===== src/rtl/intc_pkg.sv =====
// Shared level encoding for the nested interrupt controller.
// Assumes: levels compare numerically, NONE below every real level.
package intc_pkg;
    typedef enum logic [1:0] {
        LVL_NONE = 2'd0,
        LVL_LOW  = 2'd1,
        LVL_HIGH = 2'd2,
        LVL_TOP  = 2'd3
    } lvl_e;

    localparam int NUM_LVL = 3;
endpackage


===== src/rtl/intc_pend.sv =====
// Pending-latch bank: one flag per source, set by request pulses and
// cleared by an accepted acknowledge. A set in the same cycle wins.
// Assumes: clr_idx is below N whenever clr_vld is high.
module intc_pend #(
    parameter int N  = 10,
    parameter int IW = $clog2(N)
) (
    input  logic          clk,
    input  logic          rst_n,
    input  logic [N-1:0]  req_set,
    input  logic          clr_vld,
    input  logic [IW-1:0] clr_idx,
    output logic [N-1:0]  pend
);
    logic [N-1:0] clr_mask;

    // Decode the clear index into a one-hot mask.
    for (genvar i = 0; i < N; i++) begin : g_dec
        assign clr_mask[i] = clr_vld && (clr_idx == IW'(i));
    end

    // Update the latches: clear the accepted source, then merge new requests.
    always_ff @(posedge clk) begin
        if (!rst_n) pend <= '0;
        else        pend <= (pend & ~clr_mask) | req_set;
    end

    AST_REQ_LATCHED: assert property (@(posedge clk) disable iff (!rst_n)
        (|req_set) |=> ((pend & $past(req_set)) == $past(req_set)));
    AST_ACK_CLEARS_PEND: assert property (@(posedge clk) disable iff (!rst_n)
        (clr_vld && !req_set[clr_idx]) |=> !pend[$past(clr_idx)]);
endmodule


===== src/rtl/intc_arb.sv =====
// Combinational arbiter: maps each source's select bit onto a level,
// applies the enables and finds the highest-level, lowest-index winner.
// Assumes: the first NUM_EXT sources are the external pins.
module intc_arb
    import intc_pkg::*;
#(
    parameter int N       = 10,
    parameter int NUM_EXT = 2,
    parameter int IW      = $clog2(N)
) (
    input  logic          clk,
    input  logic          rst_n,
    input  logic [N-1:0]  pend,
    input  logic [N-1:0]  src_en,
    input  logic [N-1:0]  prio_sel,
    input  logic          glb_en,
    output logic          win_vld,
    output logic [IW-1:0] win_idx,
    output lvl_e          win_lvl
);
    lvl_e         src_lvl [N];
    logic [N-1:0] elig;

    // Map the select bit per group and qualify each source.
    for (genvar i = 0; i < N; i++) begin : g_src
        if (i < NUM_EXT) begin : g_ext
            assign src_lvl[i] = prio_sel[i] ? LVL_TOP : LVL_HIGH;
        end else begin : g_per
            assign src_lvl[i] = prio_sel[i] ? LVL_HIGH : LVL_LOW;
        end
        assign elig[i] = pend[i] && src_en[i] && (glb_en || (src_lvl[i] == LVL_TOP));
    end

    // Scan levels from highest down, lowest index first within a level.
    always_comb begin
        win_vld = 1'b0;
        win_idx = '0;
        win_lvl = LVL_NONE;
        for (int l = NUM_LVL; l >= 1; l--) begin
            for (int i = 0; i < N; i++) begin
                if (!win_vld && elig[i] && (src_lvl[i] == lvl_e'(l))) begin
                    win_vld = 1'b1;
                    win_idx = IW'(i);
                    win_lvl = lvl_e'(l);
                end
            end
        end
    end

    AST_WIN_ENABLED: assert property (@(posedge clk) disable iff (!rst_n)
        win_vld |-> (src_en[win_idx] && pend[win_idx]));
    AST_GLB_MASK: assert property (@(posedge clk) disable iff (!rst_n)
        (win_vld && !glb_en) |-> (win_lvl == LVL_TOP));
    AST_WIN_IN_RANGE: assert property (@(posedge clk) disable iff (!rst_n)
        win_vld |-> (int'(win_idx) < N));
endmodule


===== src/rtl/intc_isr.sv =====
// In-service record: one flag per level. An accepted acknowledge sets
// the winner's level; a return clears the highest set flag.
// Assumes: set_lvl is never LVL_NONE when set_vld is high.
module intc_isr
    import intc_pkg::*;
(
    input  logic             clk,
    input  logic             rst_n,
    input  logic             set_vld,
    input  lvl_e             set_lvl,
    input  logic             drop,
    output logic [NUM_LVL:1] isr,
    output lvl_e             top_lvl
);
    logic [NUM_LVL:1] drop_mask;
    logic [NUM_LVL:1] set_mask;

    // Find the innermost (highest) level in service.
    always_comb begin
        top_lvl = LVL_NONE;
        for (int l = 1; l <= NUM_LVL; l++) begin
            if (isr[l]) top_lvl = lvl_e'(l);
        end
    end

    // Build the clear and set masks for this cycle.
    for (genvar l = 1; l <= NUM_LVL; l++) begin : g_mask
        assign drop_mask[l] = drop && (top_lvl == lvl_e'(l));
        assign set_mask[l]  = set_vld && (set_lvl == lvl_e'(l));
    end

    // Apply return first, then the new acknowledge.
    always_ff @(posedge clk) begin
        if (!rst_n) isr <= '0;
        else        isr <= (isr & ~drop_mask) | set_mask;
    end

    AST_SET_ABOVE_TOP: assert property (@(posedge clk) disable iff (!rst_n)
        set_vld |-> (set_lvl > top_lvl));
    AST_ACK_SETS_LEVEL: assert property (@(posedge clk) disable iff (!rst_n)
        set_vld |=> isr[$past(set_lvl)]);
    AST_RETI_POPS: assert property (@(posedge clk) disable iff (!rst_n)
        (drop && !set_vld && (|isr)) |=> ($countones(isr) == $countones($past(isr)) - 1));
    AST_RETI_EMPTY: assert property (@(posedge clk) disable iff (!rst_n)
        (drop && !set_vld && !(|isr)) |=> (isr == '0));
endmodule


===== src/rtl/intc_nest3.sv =====
// Top of the three-level nested interrupt controller. Raises irq when
// the arbitration winner outranks every level in service; ack accepts it.
// Assumes: ack and reti are sampled on every edge and may be held high.
module intc_nest3
    import intc_pkg::*;
#(
    parameter int NUM_EXT = 2,
    parameter int NUM_PER = 8,
    localparam int N      = NUM_EXT + NUM_PER,
    localparam int IW     = $clog2(N)
) (
    input  logic          clk,
    input  logic          rst_n,
    input  logic [N-1:0]  req_set,
    input  logic [N-1:0]  src_en,
    input  logic [N-1:0]  prio_sel,
    input  logic          glb_en,
    input  logic          ack,
    input  logic          reti,
    output logic          irq,
    output logic [IW-1:0] vec_idx
);
    logic [N-1:0]     pend;
    logic             win_vld;
    logic [IW-1:0]    win_idx;
    lvl_e             win_lvl;
    logic [NUM_LVL:1] isr;
    lvl_e             top_lvl;
    logic             fire;

    intc_pend #(.N(N), .IW(IW)) u_pend (
        .clk     (clk),
        .rst_n   (rst_n),
        .req_set (req_set),
        .clr_vld (fire),
        .clr_idx (win_idx),
        .pend    (pend)
    );

    intc_arb #(.N(N), .NUM_EXT(NUM_EXT), .IW(IW)) u_arb (
        .clk      (clk),
        .rst_n    (rst_n),
        .pend     (pend),
        .src_en   (src_en),
        .prio_sel (prio_sel),
        .glb_en   (glb_en),
        .win_vld  (win_vld),
        .win_idx  (win_idx),
        .win_lvl  (win_lvl)
    );

    intc_isr u_isr (
        .clk     (clk),
        .rst_n   (rst_n),
        .set_vld (fire),
        .set_lvl (win_lvl),
        .drop    (reti),
        .isr     (isr),
        .top_lvl (top_lvl)
    );

    // Forward the winner only if it preempts the current handler.
    always_comb begin
        irq     = win_vld && (win_lvl > top_lvl);
        vec_idx = win_idx;
        fire    = ack && irq;
    end

    AST_ACK_IGNORED: assert property (@(posedge clk) disable iff (!rst_n)
        (ack && !irq && !reti) |=> $stable(isr));
    AST_NO_SAME_LEVEL: assert property (@(posedge clk) disable iff (!rst_n)
        irq |-> !isr[win_lvl]);
    AST_RESET_QUIET: assert property (@(posedge clk)
        !rst_n |=> (!irq && (isr == '0)));
endmodule


===== config.mk =====
export PLATFORM = sky130hd
export DESIGN_NAME = intc_nest3
export DESIGN_NICKNAME = d
export VERILOG_FILES = /design/src/rtl/intc_pkg.sv /design/src/rtl/intc_pend.sv /design/src/rtl/intc_arb.sv /design/src/rtl/intc_isr.sv /design/src/rtl/intc_nest3.sv
export SDC_FILE = /design/constraint.sdc
export NUM_CORES = 1
export LEC_CHECK = 0
export ABC_AREA = 1
export BUFFER_PORTS_ARGS = -buffer_cell sky130_fd_sc_hd__buf_2
export CAP_MARGIN = 5
export CORE_MARGIN = 3
export CORE_UTILIZATION = 39
export DETAILED_ROUTE_END_ITERATION = 8
export HOLD_SLACK_MARGIN = 0.06
export PLACE_DENSITY = 0.78
export SYNTH_ARGS = -nofsm -noshare
export SYNTH_HDL_FRONTEND = slang
export SYNTH_HIERARCHICAL = 1
export SYNTH_SLANG_ARGS = --single-unit

===== constraint.sdc =====
create_clock -name clk -period 2.85 [get_ports clk]
set_clock_uncertainty 0.15 [all_clocks]
set_input_delay 0 -clock clk [delete_from_list [all_inputs] [get_ports clk]]
set_output_delay 0 -clock clk [all_outputs]
set_load 0.02 [all_outputs]

==> reports/qor.csv, run 1 <==
metric,value,unit
First-pass DRT Iterations,5,
Final Hold Slack,0.0927,ns
Fin Setup TNS,-2.25,ns
area grow syn2layout,80.0,%
HPWL after DPL,2730,um
syn_area_per_cell,6.09,um2
via count,1678,
core area,0.00283,mm2
Worst-path clk slew,0.08,ns
Max Root-Sink Buffers,2,
share of layout cells above drive strength 1,0.487,
TritonCTS Buffers,3,
sequential area share after synthesis,0.220,
H-tree depth,1,
drt drc,0,
placer congestion estimate,0.853,
combinational share of power,0.601,
critical path's slowest cell,dfxtp_2,
WL/cell,13.9,um
Net Sw Frac,0.390,
"commonest cells after routing, fill and taps aside","buf_4 (49), inv_1 (40), buf_2 (36)",
Psw,310,uW
Startpoint Class,flop,
initial antenna violation count,0,
chip width,61.0,um
failing checks,setup timing,
Max stage delay on crit path,0.34,ns
nets,336,
total power,796,uW
Seq cells post-synth,13,
vias in the first global route,1572,
CTS root buffer,clkbuf_4,
min Tclk post-route,3.07,ns
Buffers on Ports,39,
top post-synthesis cells by area,"dfxtp_1 (22%), inv_1 (14%), nand2_1 (13%), nand3_1 (9.7%), a21oi_1 (6.8%)",
Die H,61.0,um
first-pass GRT wire length,6630,um
Initial Util,0.418,
Fillers,208,
Clock power frac,0.142,
"Req. time, crit path",2.86,ns
"Slew Viols, Final",0,
Critical Path AT,3.08,ns
Initial DRC Count,126,
sequential fraction of design power,0.258,
antenna-violating nets left,0,
n_diodes,0,
clk sink count,13,
pwr/cell area,374,mW/mm2
"commonest non-fill, non-tap cell in the layout",buf_4,
final worst slack,-0.221,ns
Skew-Pair Late Insertion Delay,0.27,ns
Final period util,1.08,
final setup violating endpoints,14,
Max Cap Viol,0,
io pins,40,
DRT Wirelength,4580,um
CTS tree,built,
total global routing overflow,0,
status,"finished, violations left",
crit path kind,reg2reg,
Worst-Margin Slew,0.548,ns
critical path's most frequent cell,nor2_4,
Post-Syn Area,0.00118,mm2
syn_nets,231,
gr usage total,0.235,
DR vias/cell,5.10,
VDD IR-drop max,0.000341,V
internal power,486,uW
Rows,19,
unrepaired setup endpoints after global routing,yes,
synthesized instance count,194,
relative slew slack,0.635,
worst hold path type,in2reg,
largest net degree at the start of global routing,11,
CP Cell Sequence,nand2_2 > nor2_4 > nor2_4 > nand4_4 > nor2_4 > nand4_4 > nor2_4 > nand4_4 > nor2_4 > nand4_4 > nor2_2 > nor2_2 > nand2_2 > inv_2 > ha_4 > a21oi_2 > nand2_2 > nor2_4 > buf_6 > nand3_1 > nand2_1 > a21oi_1,
Netlist cell types,27,
biggest area consumer among synthesized cells,dfxtp_1,
Max Fanout on Critical Path,6,
Max Clk Rate,0.326,GHz
Setup crit end kind,flop,
Final Hold Viols,0,
top-area cell type share of the netlist area,0.220,
synth warn,6,
LEAKAGE,1.17,nW
die area,0.00372,mm2
flip-flops by register name (all words and copies together) (netlist names):
register     flops
u_pend/pend     10
u_isr/isr        3
critical path, delay by kind of cell (launching register included):
| family | cells | cell delay [ns] |
|---|---|---|
| compound gates | 2 | 0.21 |
| flops | 1 | 0.34 |
| simple gates | 17 | 1.83 |
| buf+inv | 2 | 0.19 |
| fa+ha+maj | 1 | 0.23 |
final timing paths:
check | start | endpoint | slack (ns) | cells past startpoint
max | u_pend/pend[0] | u_pend/pend[0] | -0.22 | 22
min | ack | u_pend/pend[5] | 0.09 | 6
max reg2reg | u_pend/pend[0] | u_pend/pend[0] | -0.22 | 22
min reg2reg | u_isr/isr[1] | u_isr/isr[1] | 0.33 | 2
power groups by stage:
stage | clock network (mW) | logic (mW) | registers, mW
6_report | 0.113 | 0.478 | 0.205
2_1_floorplan | 0 | 0.192 | 0.206
3_3_place_gp | 0 | 0.293 | 0.207
4_1_cts | 0.114 | 0.399 | 0.204
5_1_grt | 0.125 | 0.516 | 0.207
3_5_place_dp | 0 | 0.298 | 0.208
layer usage:
layer	routed length, um	vias to the layer above	GRT usage	part of all wire
met5	0	-	0	0
met2	2400	74	0.434	0.52
li1	-	827	-	-
met1	1800	763	0.281	0.39
met4	129	0	0.0774	0.028
met3	243	14	0.0231	0.053
what timing repair did:
item / in CTS / in global routing
pin swaps: 5 / 9
hold buffers: 12 / 0
hold endpoints to repair: 13 / 0
setup buffers: 23 / 6
gates resized for setup: 14 / 26
setup endpoints to repair: 14 / 18
cells in the mapped netlist:
master / n
o2111ai_1: 2
inv_2: 3
o21bai_1: 4
a21bo_2: 1
nand4_2: 3
nand2_1: 41
dfxtp_1: 13
nand4_1: 2
o21ai_0: 1
a21oi_2: 2
o21ai_1: 1
nand2_2: 2
nor3_1: 2
buf_4: 1
nand3_2: 1
buf_6: 1
nor2_4: 4
nand3_1: 23
a21oi_1: 16
o211ai_1: 2
nor2_1: 13
nand4_4: 1
clkinv_1: 1
nor2_2: 5
inv_1: 45
o31ai_1: 2
ha_1: 2
area by class of cell:
cell class | instances | area, um2 | share of cell area
multi-input cells | 130 | 888 | 0.418
repair buffers | 102 | 724 | 0.341
inverters | 49 | 184 | 0.0865
clock buffers | 4 | 26.3 | 0.0124
well taps | 31 | 38.8 | 0.0182
flip-flops and latches | 13 | 264 | 0.124
metrics by stage:
step / utilization / cells / cell area [um2] / worst slack, ns
CTS: 0.705 / 326 / 2000 / -0.0384
detailed placement: 0.573 / 287 / 1620 / -0.201
floorplan: - / 194 / 1220 / -0.0822
global route: 0.751 / 329 / 2130 / -0.412
finish: 0.751 / 329 / 2130 / -0.221
global placement: 0.573 / 287 / 1620 / -0.146
cell families (layout without fill, tap and decap cells):
group | after synthesis | in the layout | share of synthesized area
fa+ha+maj | 2 | 2 | 0.0212
buf+inv | 51 | 155 | 0.172
compound gates | 31 | 31 | 0.165
flops | 13 | 13 | 0.220
simple gates | 97 | 97 | 0.422
Power figures use the tool's default switching activity.
==> run 2: changes to the inputs <==
--- a/config.mk
+++ b/config.mk
@@ -9,10 +9,10 @@
 export BUFFER_PORTS_ARGS = -buffer_cell sky130_fd_sc_hd__buf_2
 export CAP_MARGIN = 5
 export CORE_MARGIN = 3
-export CORE_UTILIZATION = 39
+export CORE_UTILIZATION = 45
 export DETAILED_ROUTE_END_ITERATION = 8
 export HOLD_SLACK_MARGIN = 0.06
-export PLACE_DENSITY = 0.78
+export PLACE_DENSITY = 0.87
 export SYNTH_ARGS = -nofsm -noshare
 export SYNTH_HDL_FRONTEND = slang
 export SYNTH_HIERARCHICAL = 1
==> run 2 against run 1 <==
  * The run still ends with setup timing left
  * Combinational power shrank 3%
  * Flip-flop and latch count is the same
  * Routed wire length is 7.7% higher
  * Sequential share of layout area increased by 0.64 points
  * Sequential power barely moved
  * Total power is 1.5% lower
  * Setup slack got worse by 0.029 ns
  * Die area fell by 12%
  * Register-to-register slack worse by 0.03 ns
  * Largest power group unchanged
==> reports/qor.csv, run 2 (same netlist as run 1, synthesis figures left out) <==
metric,value,unit
Max Root-Sink Buffers,2,
Initial DRC Count,134,
CTS tree,built,
Fin Setup TNS,-2.31,ns
"commonest cells after routing, fill and taps aside","inv_1 (41), buf_2 (37), buf_4 (34)",
HPWL after DPL,2620,um
grt peak-use layer,met2,
n_diodes,0,
Biggest register,u_pend/pend,
Global Route met2 Usage,0.485,
DRT Wirelength,4930,um
crit path kind,reg2reg,
met1 Use GR,0.295,
"Slew Viols, Final",0,
clk sink count,13,
antenna-violating nets left,0,
Rows,17,
Area after DPL,0.00160,mm2
Final Hold Viols,0,
Regs by FF count,"u_pend/pend: 10 flops, u_isr/isr: 3 flops",
DR vias/cell,5.65,
status,"finished, violations left",
Setup crit end kind,flop,
WL/cell,15.8,um
total global routing overflow,0,
"setup slack, reg-to-reg",-0.25,ns
Startpoint Class,flop,
met3 usage,0.0475,
unrepaired setup endpoints after global routing,yes,
share of layout cells above drive strength 1,0.467,
final setup violating endpoints,14,
Max Clk Rate,0.323,GHz
Critical Path AT,3.11,ns
VDD IR-drop max,0.000460,V
chip width,57.2,um
relative slew slack,0.613,
"Req. time, crit path",2.86,ns
core area,0.00234,mm2
nets,323,
"commonest non-fill, non-tap cell in the layout",inv_1,
TritonCTS Buffers,3,
First-pass DRT Iterations,5,
Worst-Margin Slew,0.580,ns
first-pass GRT wire length,7010,um
largest net degree at the start of global routing,11,
Initial Util,0.505,
pwr/cell area,388,mW/mm2
initial antenna violation count,0,
min Tclk post-route,3.10,ns
via count,1769,
Largest register FFs,10,
placer congestion estimate,0.850,
Max Cap Viol,0,
vias in the first global route,1649,
area grow syn2layout,71.2,%
Worst-path clk slew,0.08,ns
Final Cell Area,0.00202,mm2
LEAKAGE,1.11,nW
Final period util,1.09,
CTS root buffer,clkbuf_4,
H-tree depth,1,
Skew-Pair Late Insertion Delay,0.28,ns
"worst slack, placed",-0.168,ns
Buffers on Ports,39,
die area,0.00328,mm2
Max Fanout on Critical Path,6,
gr usage total,0.270,
drt drc,0,
Die H,57.2,um
failing checks,setup timing,
io pins,40,
worst hold path type,in2reg,
final worst slack,-0.250,ns
-- run 2: changes by cell type in the layout (fill, tap and decap cells not counted), moves of 2 or more --
cell     before  now
buf_4        49   34
nand2_2       8   10
nand3_1      19   16
nand3_2       4    7
nor2_1        9   11
-- run 2: worst max-delay path: stages, from the launching register on --
cell     delay (ns)
dfxtp_2        0.34
nand2_2        0.08
nor2_4         0.05
nor2_4         0.13
nand4_4        0.10
nor2_4         0.14
nand4_4        0.10
nor2_4         0.14
nand4_4        0.10
nor2_4         0.14
nand4_4        0.11
nor2_2         0.14
nor2_1         0.07
nand2_2        0.08
inv_2          0.05
ha_4           0.24
a21oi_4        0.13
nand2_2        0.10
nor2_4         0.16
buf_6          0.15
nand3_1        0.10
nand2_1        0.11
a21oi_1        0.08
-- run 2: cell type report --
type / instances / area, um2
well taps: 28 / 35.0
inverters: 49 / 184
flip-flops and latches: 13 / 264
fillers: 132 / 318
repair buffers: 89 / 628
clock buffers: 4 / 26.3
multi-input cells: 130 / 885
-- run 2: path summary, 6_finish.rpt --
path                                startpoint             end  depth (start not counted)
worst max-delay path            u_pend/pend[0]  u_pend/pend[0]                         22
worst min-delay path                       ack    u_isr/isr[2]                          6
worst max register to register  u_pend/pend[0]  u_pend/pend[0]                         22
worst min register to register  u_pend/pend[1]  u_pend/pend[1]                          2
-- run 2: power breakdown --
part / switching [mW] / total [mW] / internal (mW)
Sequential: 0.0107 / 0.206 / 0.195
Combinational: 0.252 / 0.463 / 0.212
Clock: 0.0605 / 0.115 / 0.0543
-- run 2: layer usage --
metal  up-vias  wire, um
met4         0       289
met5         -         0
met2       122      2380
li1        801         -
met3        35       422
met1       811      1840
-- run 2: stage by stage --
stage / utilization / instances / power [mW] / hold slack [ns]
floorplan: - / 194 / 0.397 / -0.0235
global placement: 0.685 / 282 / 0.496 / 0.0868
detailed placement: 0.685 / 282 / 0.504 / 0.0883
CTS: 0.817 / 308 / 0.689 / 0.0827
global route: 0.864 / 313 / 0.823 / 0.107
finish: 0.864 / 313 / 0.784 / 0.0972
-- run 2: repair_timing --
item,CTS,global route
endpoints found under the hold margin,13,0
setup endpoints to repair,14,16
hold buffers,12,0
pin swaps,5,13
gates resized for setup,18,20
buffers inserted,10,6
